## src/rtl/cbs_pkg.sv

```systemverilog
package cbs_pkg;

    localparam int ADDR_W  = 6;
    localparam int DATA_W  = 16;
    localparam int STEP_W  = 4;
    localparam int N_STEPS = 14;

    // Step indices whose position matters to the sequencing
    localparam logic [STEP_W-1:0] STEP_FIRST    = 4'd0;
    localparam logic [STEP_W-1:0] STEP_RESYNC   = 4'd3;
    localparam logic [STEP_W-1:0] STEP_LAST_PRE = 4'd8;
    localparam logic [STEP_W-1:0] STEP_END      = 4'd14;

    typedef enum logic [2:0] {
        S_IDLE, S_SETTLE, S_RESET, S_WRITE, S_PULSE, S_GAP, S_RUN, S_ERR
    } state_t;

    typedef struct packed {
        logic [ADDR_W-1:0] addr;
        logic [DATA_W-1:0] mask;
        logic [DATA_W-1:0] data;
    } wr_t;

    function automatic int imax(input int a, input int b);
        return (a > b) ? a : b;
    endfunction

    // Whether a schedule step is issued for the given modes
    function automatic logic step_used(input logic [STEP_W-1:0] s,
                                       input logic pll, input logic dual);
        logic r;
        case (s)
            4'd8, 4'd13: r = pll;
            4'd12:       r = ~dual;
            default:     r = (int'(s) < N_STEPS);
        endcase
        return r;
    endfunction

    // First issued step after s, or STEP_END
    function automatic logic [STEP_W-1:0] step_after(input logic [STEP_W-1:0] s,
                                                     input logic pll, input logic dual);
        logic [STEP_W-1:0] r;
        r = STEP_END;
        for (int k = N_STEPS - 1; k >= 0; k--) begin
            if (k > int'(s) && step_used(STEP_W'(k), pll, dual))
                r = STEP_W'(k);
        end
        return r;
    endfunction

endpackage

```

## src/rtl/cbs_timer.sv

```systemverilog
module cbs_timer #(
    parameter int W = 8
) (
    input  logic         clk,
    input  logic         rst_n,
    input  logic         load,
    input  logic [W-1:0] load_val,
    output logic         zero
);

    logic [W-1:0] cnt_q;

    always_ff @(posedge clk or negedge rst_n) begin
        if (!rst_n)
            cnt_q <= '0;
        else if (load)
            cnt_q <= load_val;
        else if (cnt_q != '0)
            cnt_q <= cnt_q - 1'b1;
    end

    assign zero = (cnt_q == '0);

endmodule

```

## src/rtl/cbs_step_rom.sv

```systemverilog
module cbs_step_rom
    import cbs_pkg::*;
(
    input  logic [STEP_W-1:0] step,
    input  logic [3:0]        fifo_in_sel,
    input  logic [3:0]        fifo_out_sel,
    input  logic [1:0]        fmt_sel,
    input  logic              cdiv_sel,
    output wr_t               ent
);

    always_comb begin
        ent = '0;
        case (step)
            // initial housekeeping writes
            4'd0:  ent = '{addr: 6'd1,  mask: 16'h0100, data: 16'h0000};
            4'd1:  ent = '{addr: 6'd16, mask: 16'h3000, data: 16'h3000};
            4'd2:  ent = '{addr: 6'd27, mask: 16'h0800, data: 16'h0800};
            // sync configuration (resync entry point)
            4'd3:  ent = '{addr: 6'd32, mask: 16'hF000, data: {fifo_in_sel, 12'h000}};
            4'd4:  ent = '{addr: 6'd32, mask: 16'h0F00, data: {4'h0, fifo_out_sel, 8'h00}};
            4'd5:  ent = '{addr: 6'd31, mask: 16'h000C, data: {12'h000, fmt_sel, 2'b00}};
            4'd6:  ent = '{addr: 6'd32, mask: 16'h0001, data: {15'h0000, cdiv_sel}};
            4'd7:  ent = '{addr: 6'd0,  mask: 16'h0004, data: 16'h0004};
            4'd8:  ent = '{addr: 6'd24, mask: 16'h0800, data: 16'h0800};
            // sync disable after the pulse
            4'd9:  ent = '{addr: 6'd32, mask: 16'hF000, data: 16'h0000};
            4'd10: ent = '{addr: 6'd32, mask: 16'h0F00, data: 16'h0000};
            4'd11: ent = '{addr: 6'd31, mask: 16'h000C, data: 16'h0008};
            4'd12: ent = '{addr: 6'd0,  mask: 16'h0004, data: 16'h0000};
            4'd13: ent = '{addr: 6'd24, mask: 16'h0800, data: 16'h0000};
            default: ent = '0;
        endcase
    end

endmodule

```

## src/rtl/conv_bringup_seq.sv

```systemverilog
module conv_bringup_seq
    import cbs_pkg::*;
#(
    parameter int SETTLE_CYC    = 16,
    parameter int CLK_PERIOD_PS = 20000,
    parameter int RST_MIN_PS    = 25000,
    parameter int ACK_TIMEOUT   = 64,
    parameter int SYNC_GAP      = 8
) (
    input  logic              clk,
    input  logic              rst_n,
    input  logic              pwr_good,
    input  logic              pll_mode,
    input  logic              dual_sync,
    input  logic [3:0]        fifo_in_sel,
    input  logic [3:0]        fifo_out_sel,
    input  logic [1:0]        fmt_sel,
    input  logic              cdiv_sel,
    input  logic              alarm_clk_lost,
    input  logic              alarm_fifo_coll,
    output logic              wr_req,
    output logic [ADDR_W-1:0] wr_addr,
    output logic [DATA_W-1:0] wr_mask,
    output logic [DATA_W-1:0] wr_data,
    input  logic              wr_ack,
    output logic              conv_rst_n,
    output logic              tx_en,
    output logic              sync_out,
    output logic              done,
    output logic              busy,
    output logic              err
);

    localparam int RST_RAW = (RST_MIN_PS + CLK_PERIOD_PS - 1) / CLK_PERIOD_PS;
    localparam int RST_CYC = (RST_RAW < 1) ? 1 : RST_RAW;
    localparam int MAX_CYC = imax(imax(SETTLE_CYC, RST_CYC), imax(ACK_TIMEOUT, SYNC_GAP));
    localparam int TMR_W   = $clog2(MAX_CYC + 1);

    localparam logic [TMR_W-1:0] LD_SETTLE = TMR_W'(SETTLE_CYC - 1);
    localparam logic [TMR_W-1:0] LD_RESET  = TMR_W'(RST_CYC - 1);
    localparam logic [TMR_W-1:0] LD_ACK    = TMR_W'(ACK_TIMEOUT - 1);
    localparam logic [TMR_W-1:0] LD_GAP    = TMR_W'(SYNC_GAP - 1);

    state_t            state_q, state_d;
    logic [STEP_W-1:0] step_q, step_d;
    logic              tmr_load;
    logic [TMR_W-1:0]  tmr_val;
    logic              tmr_zero;
    logic              alarm_any;
    wr_t               cur;

    assign alarm_any = alarm_clk_lost | alarm_fifo_coll;

    cbs_timer #(.W(TMR_W)) u_timer (
        .clk      (clk),
        .rst_n    (rst_n),
        .load     (tmr_load),
        .load_val (tmr_val),
        .zero     (tmr_zero)
    );

    cbs_step_rom u_rom (
        .step         (step_q),
        .fifo_in_sel  (fifo_in_sel),
        .fifo_out_sel (fifo_out_sel),
        .fmt_sel      (fmt_sel),
        .cdiv_sel     (cdiv_sel),
        .ent          (cur)
    );

    // Next-state and timer control
    always_comb begin
        logic [STEP_W-1:0] nxt;
        state_d  = state_q;
        step_d   = step_q;
        tmr_load = 1'b0;
        tmr_val  = '0;
        nxt      = step_after(step_q, pll_mode, dual_sync);
        unique case (state_q)
            S_IDLE: begin
                if (pwr_good) begin
                    state_d  = S_SETTLE;
                    tmr_load = 1'b1;
                    tmr_val  = LD_SETTLE;
                end
            end
            S_SETTLE: begin
                if (!pwr_good) begin
                    state_d = S_IDLE;
                end else if (tmr_zero) begin
                    state_d  = S_RESET;
                    tmr_load = 1'b1;
                    tmr_val  = LD_RESET;
                end
            end
            S_RESET: begin
                if (tmr_zero) begin
                    state_d  = S_WRITE;
                    step_d   = STEP_FIRST;
                    tmr_load = 1'b1;
                    tmr_val  = LD_ACK;
                end
            end
            S_WRITE: begin
                if (wr_ack) begin
                    if (step_q <= STEP_LAST_PRE && nxt > STEP_LAST_PRE) begin
                        state_d = S_PULSE;
                        step_d  = nxt;
                    end else if (nxt == STEP_END) begin
                        state_d = S_RUN;
                    end else begin
                        step_d   = nxt;
                        tmr_load = 1'b1;
                        tmr_val  = LD_ACK;
                    end
                end else if (tmr_zero) begin
                    state_d = S_ERR;
                end
            end
            S_PULSE: begin
                state_d  = S_GAP;
                tmr_load = 1'b1;
                tmr_val  = LD_GAP;
            end
            S_GAP: begin
                if (tmr_zero) begin
                    state_d  = S_WRITE;
                    tmr_load = 1'b1;
                    tmr_val  = LD_ACK;
                end
            end
            S_RUN: begin
                if (alarm_any) begin
                    state_d  = S_WRITE;
                    step_d   = STEP_RESYNC;
                    tmr_load = 1'b1;
                    tmr_val  = LD_ACK;
                end
            end
            S_ERR: begin
                state_d = S_ERR;
            end
        endcase
    end

    // State register
    always_ff @(posedge clk or negedge rst_n) begin
        if (!rst_n) begin
            state_q <= S_IDLE;
            step_q  <= STEP_FIRST;
        end else begin
            state_q <= state_d;
            step_q  <= step_d;
        end
    end

    // Outputs
    always_comb begin
        wr_req     = (state_q == S_WRITE);
        wr_addr    = cur.addr;
        wr_mask    = cur.mask;
        wr_data    = cur.data;
        conv_rst_n = (state_q != S_RESET);
        sync_out   = (state_q == S_PULSE);
        tx_en      = (state_q == S_RUN) && !alarm_any;
        done       = (state_q == S_RUN);
        err        = (state_q == S_ERR);
        busy       = !(state_q inside {S_IDLE, S_RUN, S_ERR});
    end

endmodule

```

## config.mk

```make
export PLATFORM = sky130hd
export DESIGN_NAME = conv_bringup_seq
export DESIGN_NICKNAME = d
export VERILOG_FILES = /design/src/rtl/cbs_pkg.sv /design/src/rtl/cbs_timer.sv /design/src/rtl/cbs_step_rom.sv /design/src/rtl/conv_bringup_seq.sv
export SDC_FILE = /design/constraint.sdc
export NUM_CORES = 1
export LEC_CHECK = 0
export ABC_AREA = 1
export BUFFER_PORTS_ARGS = -buffer_cell sky130_fd_sc_hd__buf_2
export CAP_MARGIN = 20
export CORE_ASPECT_RATIO = 0.9
export CORE_UTILIZATION = 50
export CTS_CLUSTER_SIZE = 25
export DETAILED_ROUTE_END_ITERATION = 8
export PLACE_DENSITY = 0.89
export SLEW_MARGIN = 20
export SYNTH_ARGS = -nofsm -noshare
export SYNTH_HDL_FRONTEND = slang
export SYNTH_HIERARCHICAL = 1
export SYNTH_SLANG_ARGS = --single-unit
```

## constraint.sdc

```tcl
create_clock -name clk -period 3.1 [get_ports clk]
set_clock_uncertainty 0.2 [all_clocks]
set_input_delay 0.155 -clock clk [delete_from_list [all_inputs] [get_ports clk]]
set_output_delay 0.155 -clock clk [all_outputs]
set_load 0.01 [all_outputs]
```

=== Word level (Yosys, flattened, before mapping) ===
Index checks and enable logic that the tools add are counted.

* Register bits after elaboration: 14
* Latch bits: 0
* RAM bits: 0
* Memories: 0
* Input port bits: 19
* Word-level logic and storage cells: 118
* Output and inout bits: 45
* ROM bits: 0

* $mul: 0
* Order comparisons: 15
* Divide/modulo/power cells: 0
* Add/sub/neg operators: 1
* Bitwise gates (word level): 2
* Equal/unequal tests: 31
* Reductions and logical operators: 17
* Shift operators: 0
* Mux-type cells: 49

{| class="wikitable"
|+ Operators by type and width
! cell !! count
|-
| one-hot mux 38 bit (14 select lines) || 1
|-
| 2-to-1 mux 4 bit || 13
|-
| 2-to-1 mux 3 bit || 13
|-
| one-hot mux 6 bit (6 select lines) || 1
|-
| 2-to-1 mux 6 bit || 5
|-
| equality test 4 bit, second input constant || 7
|-
| greater-than comparator 4 bit, first input constant || 6
|-
| one-hot mux 3 bit (7 select lines) || 1
|-
| equality test 4 x 3 -> 1 bit, second input constant || 4
|-
| greater-than comparator 3 x 4 -> 1 bit, first input constant || 4
|-
| 2-to-1 mux 7 bit || 2
|-
| equality test 3 bit, second input constant || 4
|-
| one-hot mux 4 bit (3 select lines) || 1
|-
| 2-to-1 mux 1 bit || 9
|-
| equality test 4 x 2 -> 1 bit, second input constant || 2
|-
| greater-than comparator 2 x 4 -> 1 bit, first input constant || 2
|-
| logical NOT 7 bit || 1
|-
| nonzero test 7 bit || 1
|-
| subtractor 7 x 1 -> 7 bit, second input constant || 1
|-
| equality test 3 x 2 -> 1 bit, second input constant || 2
|-
| != test 2 x 1 -> 1 bit, second input constant || 3
|-
| != test 3 bit, second input constant || 2
|-
| one-hot mux 1 bit (6 select lines) || 1
|-
| AND reduction 6 bit || 1
|-
| other kinds (20) || 28
|}

=== Depth between registers and ports, before layout ===
Gate-level depths: netlist of run 1.

* Word-level depth: 21
* Mapped depth: 19
* Depth with buffers taken out: 18

=== Cells and area by module ===
The synthesis of run 1 kept the hierarchy.

{| class="wikitable"
|+ By module, submodules not included
! module !! sequential area each (µm²) !! times used !! area an instance (µm²) !! cells an instance
|-
| conv_bringup_seq || 175.2 || 1 || 843.3 || 131
|-
| cbs_timer || 175.2 || 1 || 483.0 || 59
|-
| cbs_step_rom || 0.0 || 1 || 427.9 || 92
|}

=== Worst setup path after synthesis of run 1 ===
Ideal clock, no wire load.

* Kind: reg-to-reg
* Start: register step_q[2]
* End: register u_timer.cnt_q[1]
* Data arrival time: 1912 ps
* Data required time: 2779 ps
* Stages on the path, launching flop included: 17
* Library setup time: 121 ps
* Path buffers: 1
* Clock period less this slack: 2234 ps
* Path slack: 866 ps
* Cells stage by stage: dfrtp_1 > inv_2 > nand2_1 > nand2_1 > nand2_1 > nand2_1 > o21ai_1 > nand2_1 > nor2_4 > inv_2 > nand3_4 > nand4_1 > buf_2 > nand2_1 > o21ai_0 > nand2_1 > o21ai_1

* Word-level cells in the longest chain between the ends: 21
* Elaborated cells between the ends (all ways): 43
* Classes of those cells: order compare: 15; eq/ne: 1; mux: 22; reduce/logical: 5

{| class="wikitable"
|+ Ends and longest elaborated chain
! what !! line !! text
|-
| from (decl) || conv_bringup_seq.sv:45 || <nowiki>logic [STEP_W-1:0] step_q, step_d;</nowiki>
|-
| from (signal assigned) || conv_bringup_seq.sv:153 || <nowiki>step_q <= step_d;</nowiki>
|-
| greater-than comparator 4 bit || cbs_pkg.sv:46 || <nowiki>if (k > int'(s) && step_used(STEP_W'(k), pll, dual))</nowiki>
|-
| logical AND 1 bit || cbs_pkg.sv:46 ||
|-
| 2-to-1 mux 2 bit (2 in series) || cbs_pkg.sv:46 ||
|-
| 2-to-1 mux 3 bit (4 in series) || cbs_pkg.sv:46 ||
|-
| 2-to-1 mux 4 bit (7 in series) || cbs_pkg.sv:46 ||
|-
| greater-than comparator 4 bit / equality test 4 bit (equally long branches) || conv_bringup_seq.sv:106, conv_bringup_seq.sv:109 ||
|-
| logical AND 1 bit / 2-to-1 mux 1 bit (equally long branches) || conv_bringup_seq.sv:106, conv_bringup_seq.sv:109 ||
|-
| 2-to-1 mux 1 bit * || conv_bringup_seq.sv:106 || <nowiki>if (step_q <= STEP_LAST_PRE && nxt > STEP_LAST_PRE) begin</nowiki>
|-
| 2-to-1 mux 1 bit * || conv_bringup_seq.sv:105 || <nowiki>if (wr_ack) begin</nowiki>
|-
| one-hot mux 1 bit (6 select lines) * || conv_bringup_seq.sv:79 || <nowiki>unique case (state_q)</nowiki>
|-
| via tmr_load || conv_bringup_seq.sv:46 || <nowiki>logic tmr_load;</nowiki>
|-
| 2-to-1 mux 7 bit / nonzero test 2 bit (equally long branches) || -- ||
|-
| to (signal assigned) || cbs_timer.sv:17 || <nowiki>cnt_q <= load_val;</nowiki>
|-
| to (signal assigned) || cbs_timer.sv:19 || <nowiki>cnt_q <= cnt_q - 1'b1;</nowiki>
|-
| to (decl) || cbs_timer.sv:11 || <nowiki>logic [W-1:0] cnt_q;</nowiki>
|}

The timed path passes the listed nets; every way through them passes the cells marked *.
A chain may end at the register's enable or synchronous reset.

=== Worst setup path after layout of run 1 ===
* Start: register step_q[2]
* End: register u_timer.cnt_q[2]

Same word-level chain as after synthesis.

==> results.ini, run 1 <==
[detailed_routing]
wl_met3_um=224
wl_met2_um=1770
wl_um=3770
via_per_inst=4.73
highest_layer=met4
vias=1788
first_pass_iters=4
wl_met1_um=1730
first_iter_violations=69
drc=0
wire_per_inst_um=9.98
postRouteAntennaNets=0

[timing]
fmax_ghz=0.369
maxSlewViolCount=0
layout_min_cycle_time_ns=2.71
layout_setup_ws_ns=0.387
grt_setup_unrepaired=no
setup_viol=0
hold_violations=0
period_share_pct=87.5
setup_tns_ns=0

[synthesis]
ys_types=32
syn_area_mm2=0.00175
synth_seq_area_share_pct=20.0
synth.avg_cell_area_um2=6.22
synth-seq-cells=14
yosysWarnings=6
syn_inst=282

[worst_setup_path]
crit_fanout=12
crit_required_ns=3.07
worst-r2r-setup-slack_ns=0.39
cp-start-kind=register
critPathArrivalTime_ns=2.68
reg2reg_from=step_q[2]$_DFFE_PN0P_
startpoint=step_q[2]$_DFFE_PN0P_
worst_r2r_endpoint=u_timer/cnt_q[2]$_DFFE_PN0P_
critical_path.endpoint_type=register
r2r_cells=14
crit_type=reg2reg
critPathCapture=u_timer/cnt_q[2]$_DFFE_PN0P_

[place]
dpl.hpwl_um=3050
place_area_mm2=0.00200
numPortBuffers=53
place_ws_ns=0.423
gp_congestion=0.870

[grt]
grt_remaining_overflow=0
grt_pass1_wl_um=6270
grt_pass1_vias=1479
grt_usage_pct=21.7
antenna_found_initial=0
grt_max_degree=15

[power_and_ir_drop]
p_sw_share_pct=52.7
internal_power_uw=768
power_density_mw_per_mm2=787
total_power_uw=1620
leakagePower_uw=0.00124
pwr-share-clk_pct=10.8
p_seq_share_pct=22.0
p_comb_share_pct=67.1
ir_drop_mv=0.567
power_switching_uw=855

[cts]
clk_pin_slew_ns=0.05
insertion_delay_ns=0.25
cts_tree=done
cts_max_level=1
clockBufferDepth=2
cts_sinks=14
clockRootBuffer=clkbuf_8
cts_made_buffers=3
ctsResizeCount=0

[cells_and_area]
fin_area_mm2=0.00206
fin_util_pct=61.5
area_growth_pct=17.6
drive_gt1_share_pct=30.5
nets=356
mostFrequentLayoutCells=96 x nand2_1, 53 x buf_2, 31 x inv_1, 29 x nor2_1, 17 x nand3_1
layout_commonest_cell=nand2_1
diodes=0

[floorplan]
die_y_um=58.2
fp.coreArea_mm2=0.00335
ios=64
die_x_um=64.4
rows=20
initial_utilization_pct=52.3
die_area_mm2=0.00375

[status]
status=completed

[flow_run]
drv_cap=0

[min_path]
worstHoldPathType=in2async

==> registers in the layout, summed over array words and instances (netlist names) <==
name,cells
state_q,3
u_timer/cnt_q,7
step_q,4
==> stage by stage <==
stage / cells / hold slack [ns]
after floorplan: 291 / -0.341
after global placement: 373 / -0.143
after detailed placement: 373 / -0.139
after CTS: 378 / 0.115
after global routing: 378 / 0.165
final: 378 / 0.117
==> per-layer routing <==
layer	GRT usage, %	up-vias
met2	37.0	60
li1	-	952
met1	27.1	771
met3	4.53	5
met4	7.62	0
met5	0	-
==> worst max-delay path, stage by stage (launching register included) <==
cell     delay, ns
dfrtp_1       0.55
inv_2         0.13
nand2_1       0.09
nand2_1       0.07
nand2_1       0.11
nand2_1       0.05
o21ai_1       0.12
nand2_1       0.11
nor2_4        0.14
inv_2         0.06
nand3_4       0.11
nand4_1       0.38
inv_1         0.25
o21ai_0       0.10
o21ai_0       0.15
==> power groups by stage <==
stage          clock (uW)  sequential [uW]  combinational (uW)
6_report              176              358                1090
5_1_grt               187              369                1220
4_1_cts               180              356                1090
3_5_place_dp            0              358                1070
3_3_place_gp            0              355                1040
2_1_floorplan           0              336                 879
==> kinds of logic (layout without fill, tap and decap cells) <==
group / Yosys count / count (layout) / share of synthesized area, %
xor gates and xnor gates: 3 / 3 / 1.50
adders and majority gates: 2 / 2 / 1.43
DFF: 14 / 14 / 20.0
buffers and inverters: 58 / 101 / 15.6
other: 2 / 11 / 0.428
AOI/OAI and AO/OA: 25 / 25 / 9.77
and+or+nand+nor: 178 / 178 / 51.3
==> how the worst min path moves through the flow <==
stage	startpoint	endpoint	slack, ns	cells after the start
finish	rst_n	u_timer/cnt_q[6]$_DFFE_PN0P_	0.12	2
CTS	pwr_good	u_timer/cnt_q[3]$_DFFE_PN0P_	0.11	5
floorplan	rst_n	state_q[0]$_DFFE_PN0P_	-0.34	0
detailed placement	rst_n	u_timer/cnt_q[6]$_DFFE_PN0P_	-0.14	1
global placement	rst_n	u_timer/cnt_q[6]$_DFFE_PN0P_	-0.14	1
global route	rst_n	u_timer/cnt_q[6]$_DFFE_PN0P_	0.17	2
==> repair_timing <==
action | in CTS | in global routing
endpoints found under the hold margin | 14 | 0
hold buffers | 1 | 0
buffers inserted | 0 | 0
==> layout make-up <==
cell class / count / area [um2]
clock buffers: 4 / 55.1
fillers: 300 / 1290
inverters: 43 / 164
multi-input cells: 219 / 1160
flip-flops and latches: 14 / 350
well taps: 44 / 55.1
repair buffers: 54 / 275
==> cells in the mapped netlist (all sizes together) <==
cell type | number | area [um2]
nor2 | 44 | 260
xor2 | 2 | 17.5
xnor2 | 1 | 8.76
o21ai | 17 | 100
o21bai | 1 | 7.51
nor3b | 1 | 7.51
dfrtp | 14 | 350
ha | 2 | 25.0
buf | 15 | 110
nand2 | 106 | 448
a2111oi | 1 | 27.5
o21a | 1 | 7.51
nand3 | 20 | 130
nor3 | 1 | 16.3
nand4 | 6 | 37.5
inv | 43 | 164
conb | 2 | 7.51
a21oi | 5 | 28.8
No activity file was read; power rests on OpenSTA's default activity.
==> run 2, diff against run 1 <==
Settings changed: BUFFER_PORTS_ARGS -buffer_cell sky130_fd_sc_hd__buf_2 to default, CORE_UTILIZATION 50 to 64, DONT_BUFFER_PORTS from default to 1, PLACE_DENSITY 0.89 to 0.88.
==> results.ini, run 2 (synthesized netlist as in run 1, its figures left out) <==
[timing]
setup_viol=0  ; unchanged
setup_tns_ns=0  ; unchanged
period_share_pct=83.8  ; -3.8 points
grt_setup_unrepaired=no
slew_headroom_pct=59.6
maxSlewViolCount=0  ; unchanged
layout_min_cycle_time_ns=2.60  ; -0.117 ns
fmax_ghz=0.385  ; +4.5%
worst_slew_pin_slew_ns=0.604
hold_violations=0  ; unchanged

[min_path]
worstHoldPathType=in2reg

[detailed_routing]
first_pass_iters=6  ; +2
first_iter_violations=96  ; +39%
wl_um=3510  ; -6.8%
via_per_inst=5.24  ; +11%
drc=4  ; +4
wire_per_inst_um=11.2  ; +12%
postRouteAntennaNets=0  ; unchanged
vias=1645  ; -8.0%

[cts]
clockBufferDepth=2  ; unchanged
cts_tree=done
insertion_delay_ns=0.27  ; +0.02 ns
cts_made_buffers=3  ; unchanged
clockRootBuffer=clkbuf_4
cts_sinks=14  ; unchanged
clk_pin_slew_ns=0.08  ; +0.03 ns
cts_max_level=1  ; unchanged

[cells_and_area]
multiInputGateArea_mm2=0.00116  ; unchanged
layout_commonest_cell=nand2_1
final_cells=314  ; -17%
drive_gt1_share_pct=18.2  ; -12 points
mostFrequentLayoutCells=96 x nand2_1, 31 x inv_1, 29 x nor2_1, 17 x nand3_1, 14 x dfrtp_1
largest_register=u_timer/cnt_q
fillers=218  ; -27%
area_growth_pct=2.71
fin_area_mm2=0.00180  ; -13%
diodes=0  ; unchanged
register_area_um2=350  ; unchanged
top_regs=u_timer/cnt_q x7, step_q x4, state_q x3
largest_reg_flops=7  ; unchanged
nets=308  ; -13%

[worst_setup_path]
crit_fanout=10  ; -2
critical_path.endpoint_type=register
crit_type=reg2reg
critPathArrivalTime_ns=2.56  ; -0.12 ns
crit_required_ns=3.06  ; about the same
cp-start-kind=register

[floorplan]
rows=17  ; -15%
ios=64  ; unchanged
initial_utilization_pct=69.3  ; +17 points
die_y_um=51.7  ; -11%
die_x_um=57.2  ; -11%
die_area_mm2=0.00295  ; -21%
fp.coreArea_mm2=0.00253  ; -25%

[flow_run]
drv_cap=0  ; unchanged

[grt]
grt_max_degree=15  ; unchanged
grt_usage_pct=24.9  ; +3.2 points
grt_remaining_overflow=0  ; unchanged
grt_pass1_wl_um=5800  ; -7.4%
antenna_found_initial=0  ; unchanged
grt_pass1_vias=1373  ; -7.2%

[place]
numPortBuffers=0  ; -100%
place_inst=304  ; -18%
gp_congestion=0.825  ; -5.2%
place_area_mm2=0.00171  ; -14%
dpl.hpwl_um=2790  ; -8.7%

[status]
violations=design-rule violations
status=finished, violations left

[power_and_ir_drop]
leakagePower_uw=0.00101  ; -19%
ir_drop_mv=0.684  ; +21%
power_density_mw_per_mm2=872  ; +11%

run 2: changes by cell type in the layout (fill, tap and decap cells not counted), sizes merged:
cell and delta:
dlygate4sd3 +2, buf -50
run 2: final timing paths:
check                                        startpoint                      endpoint  slack (ns)  cells past startpoint
setup / recovery                  step_q[2]$_DFFE_PN0P_        state_q[0]$_DFFE_PN0P_        0.50                     14
hold / removal                                   wr_ack         step_q[1]$_DFFE_PN0P_        0.01                      4
setup reg to reg                  step_q[2]$_DFFE_PN0P_        state_q[0]$_DFFE_PN0P_        0.50                     14
hold reg to reg            u_timer/cnt_q[1]$_DFFE_PN0P_  u_timer/cnt_q[1]$_DFFE_PN0P_        0.39                      2
max in group asynchronous                         rst_n        state_q[0]$_DFFE_PN0P_        2.19                      1
min in group asynchronous                         rst_n  u_timer/cnt_q[1]$_DFFE_PN0P_        0.12                      1
run 2: where the power goes:
part           leakage, uW  total [uW]  switching [uW]  internal [uW]
Sequential        0.000178         357            97.3            260
Clock            0.0000210         126            55.1           71.4
Combinational     0.000807        1090             697            390
Total              0.00101        1570             850            721
run 2: final cells by class:
class / instances / share of cell area [%]
Multi-Input combinational cell: 219 / 64.6
Sequential cell: 14 / 19.4
Inverter: 43 / 9.10
Timing Repair Buffer: 6 / 2.92
Clock buffer: 4 / 2.01
Tap cell: 28 / 1.94
run 2: metal layers:
layer	GRT usage (%)	share of wire (%)	vias to the layer above
met3	2.24	6.1	2
met4	7.32	0.46	0
met2	40.8	46	62
met5	0	0	-
li1	-	-	859
met1	35.2	47	722
run 2: stage by stage:
stage / setup slack, ns / util, % / power [uW] / hold WS (ns)
floorplan: 0.866 / - / 1210 / -0.341
global placement: 0.522 / 67.7 / 1320 / -0.340
CTS: 0.293 / 70.3 / 1510 / 0.00529
detailed placement: 0.319 / 67.7 / 1350 / -0.340
global route: 0.311 / 71.2 / 1730 / 0.0309
finish: 0.503 / 71.2 / 1570 / 0.0142
run 2: critical path, stage by stage, from the launching register on:
cell           delay, ns
dfrtp_1             0.56
inv_2               0.13
o21ai_4             0.22
inv_2               0.05
a21oi_2             0.09
nand2_1             0.06
nand2_1             0.05
nand2_1             0.05
nand2_1             0.07
nand2_2             0.07
nand2_4             0.09
nand3_4             0.11
nand4_1             0.09
dlygate4sd3_1       0.57
nand2_1             0.08
run 2: timing repair:
| item | CTS | global route |
|---|---|---|
| resized for setup | 0 | 0 |
| setup endpoints to repair | 0 | 1 |
| hold buffers | 3 | 0 |
| setup buffers | 0 | 3 |
| endpoints found under the hold margin | 17 | 0 |
==> run 3, diff against run 2 <==
Clock period 3.1 ns to 2.4 ns, I/O delays scaled along.
==> results.ini, run 3 (synthesized netlist as in run 1, its figures left out) <==
[status]
status=finished, violations left
violations=design-rule violations

[floorplan]
die_x_um=57.2  ; unchanged
fp.coreArea_mm2=0.00253  ; unchanged
die_y_um=51.7  ; unchanged
initial_utilization_pct=69.3  ; unchanged
rows=17  ; unchanged
die_area_mm2=0.00295  ; unchanged
ios=64  ; unchanged

[power_and_ir_drop]
ir_drop_mv=0.825  ; +21%
internal_power_uw=958  ; +33%
pwr-share-clk_pct=8.6  ; +0.5 points
power_switching_uw=1130  ; +33%
p_seq_share_pct=21.0  ; -1.7 points
p_sw_share_pct=54.1  ; about the same
leakagePower_uw=0.00107  ; +6.6%
power_density_mw_per_mm2=1100  ; +26%
p_comb_share_pct=70.4  ; +1.2 points

[cts]
cts_max_level=1  ; unchanged
cts_sinks=14  ; unchanged
clockRootBuffer=clkbuf_4
cts_made_buffers=3  ; unchanged
cts_tree=done
insertion_delay_ns=0.28  ; about the same
clockBufferDepth=2  ; unchanged
clk_pin_slew_ns=0.10  ; +0.02 ns

[worst_setup_path]
critical_path.endpoint_type=register
cpMostUsedCell=nand2_1
critPathSlowestCell=dfrtp_2
r2r_cells=14  ; unchanged
cp-start-kind=register
crit_chain=nand2_4 -> nand2_1 -> nand2_2 -> a21oi_1 -> o21ai_2 -> nand2_1 -> nor2_4 -> inv_2 -> nand3_4 -> nand4_1 -> buf_2 -> o21ai_1 -> nand2_1 -> o21ai_1
crit_fanout=6  ; -4
crit_required_ns=2.42  ; -0.64 ns
cp_slowest_stage_delay_ns=0.47  ; -0.10 ns
reg2reg_from=step_q[0]$_DFFE_PN0P_
critPathArrivalTime_ns=2.28  ; -0.28 ns
worst_r2r_endpoint=u_timer/cnt_q[1]$_DFFE_PN0P_
crit_type=reg2reg
worst-r2r-setup-slack_ns=0.15  ; -0.36 ns

[cells_and_area]
drive_gt1_share_pct=24.6  ; +6.4 points
mostFrequentLayoutCells=94 x nand2_1, 29 x nor2_1, 28 x inv_1, 17 x nand3_1, 13 x inv_2
nets=319  ; +3.6%
area_growth_pct=8.70
largest_reg_flops=7  ; unchanged
final_cells=325  ; +3.5%
diodes=0  ; unchanged
largest_register=u_timer/cnt_q
top_regs=u_timer/cnt_q x7, step_q x4, state_q x3
layout_commonest_cell=nand2_1

[timing]
slew_headroom_pct=54.8  ; -4.8 points
fmax_ghz=0.444  ; +15%
maxSlewViolCount=0  ; unchanged
setup_viol=0  ; unchanged
hold_violations=0  ; unchanged
worst_slew_pin_slew_ns=0.676  ; +0.0719 ns
layout_min_cycle_time_ns=2.25  ; -0.342 ns
period_share_pct=93.9  ; +10 points
layout_setup_ws_ns=0.146  ; -0.358 ns

[detailed_routing]
wl_um=3960  ; +13%
postRouteAntennaNets=0  ; unchanged
via_per_inst=5.38  ; +2.8%
first_iter_violations=103  ; +7.3%
wire_per_inst_um=12.2  ; +9.0%
first_pass_iters=7  ; +1
vias=1750  ; +6.4%
drc=4  ; unchanged

[grt]
grt_remaining_overflow=0  ; unchanged
grt_pass1_wl_um=6030  ; +3.9%
grt_pass1_vias=1419  ; +3.4%
grt_usage_pct=26.1  ; +1.2 points
antenna_found_initial=0  ; unchanged
grt_max_degree=15  ; unchanged

[place]
dpl.hpwl_um=2920  ; +4.8%
gp_congestion=1.04  ; +26%
place_inst=312  ; +2.6%
numPortBuffers=0  ; unchanged
place_ws_ns=0.128  ; -0.191 ns

[min_path]
hp-start=alarm_fifo_coll
worstHoldPathType=in2reg
hold_depth=4  ; unchanged
min_to=state_q[1]$_DFFE_PN0P_

[flow_run]
drv_cap=0  ; unchanged

run 3: what timing repair did:
item / CTS / global route
hold buffers: 3 / 0
endpoints found under the setup margin: 0 / 5
endpoints found under the hold margin: 21 / 0
resized for setup: 0 / 15
setup buffers: 0 / 5
run 3: layout make-up:
type	count	area, um2
inverter	43	166
sequential	14	355
tap	28	35.0
timing repair buffer	17	136
clock buffer	4	36.3
multi-input combinational	219	1180
fill	186	624
run 3: routing by layer:
layer,up-vias,wire (um),global-route usage (%)
li1,875,-,-
met1,797,1770,38.5
met2,72,1870,41.4
met3,6,260,2.49
met4,0,56,5.69
met5,-,0,0
run 3: how the worst max path moves through the flow:
stage / from / to / slack (ns) / cells past startpoint
after floorplan: step_q[2]$_DFFE_PN0P_ / u_timer/cnt_q[1]$_DFFE_PN0P_ / 0.17 / 16
after global placement: step_q[0]$_DFFE_PN0P_ / u_timer/cnt_q[2]$_DFFE_PN0P_ / 0.21 / 16
after detailed placement: step_q[3]$_DFFE_PN0P_ / u_timer/cnt_q[2]$_DFFE_PN0P_ / 0.13 / 14
after CTS: step_q[3]$_DFFE_PN0P_ / u_timer/cnt_q[2]$_DFFE_PN0P_ / 0.11 / 14
after global routing: step_q[3]$_DFFE_PN0P_ / u_timer/cnt_q[1]$_DFFE_PN0P_ / -0.006 / 18
final: step_q[0]$_DFFE_PN0P_ / u_timer/cnt_q[1]$_DFFE_PN0P_ / 0.15 / 14
run 3: worst max-delay path, delay by kind of cell (launching register included):
kind | cells | cell delay [ns]
AO/OA/AOI/OAI | 4 | 0.43
buffers and inverters | 2 | 0.25
flip-flops | 1 | 0.47
AND/OR/NAND/NOR | 8 | 0.85
run 3: power groups by stage:
stage                     logic [uW]  registers [uW]  clock network (uW)
final                           1470             439                 181
after global routing            1650             450                 190
after CTS                       1390             430                 181
after detailed placement        1370             433                   0
after global placement          1340             434                   0
after floorplan                 1140             434                   0
run 3: metrics by stage:
stage               power, uW  hold WS [ns]  instance area, um2  setup TNS [ns]  utilization [%]
floorplan                1570        -0.376                1790               0                -
global placement         1780        -0.375                1770               0             70.0
detailed placement       1810        -0.375                1770               0             70.0
CTS                      2000        0.0173                1840               0             72.7
global route             2290        0.0604                1910        -0.00592             75.3
finish                   2090        0.0656                1910               0             75.3
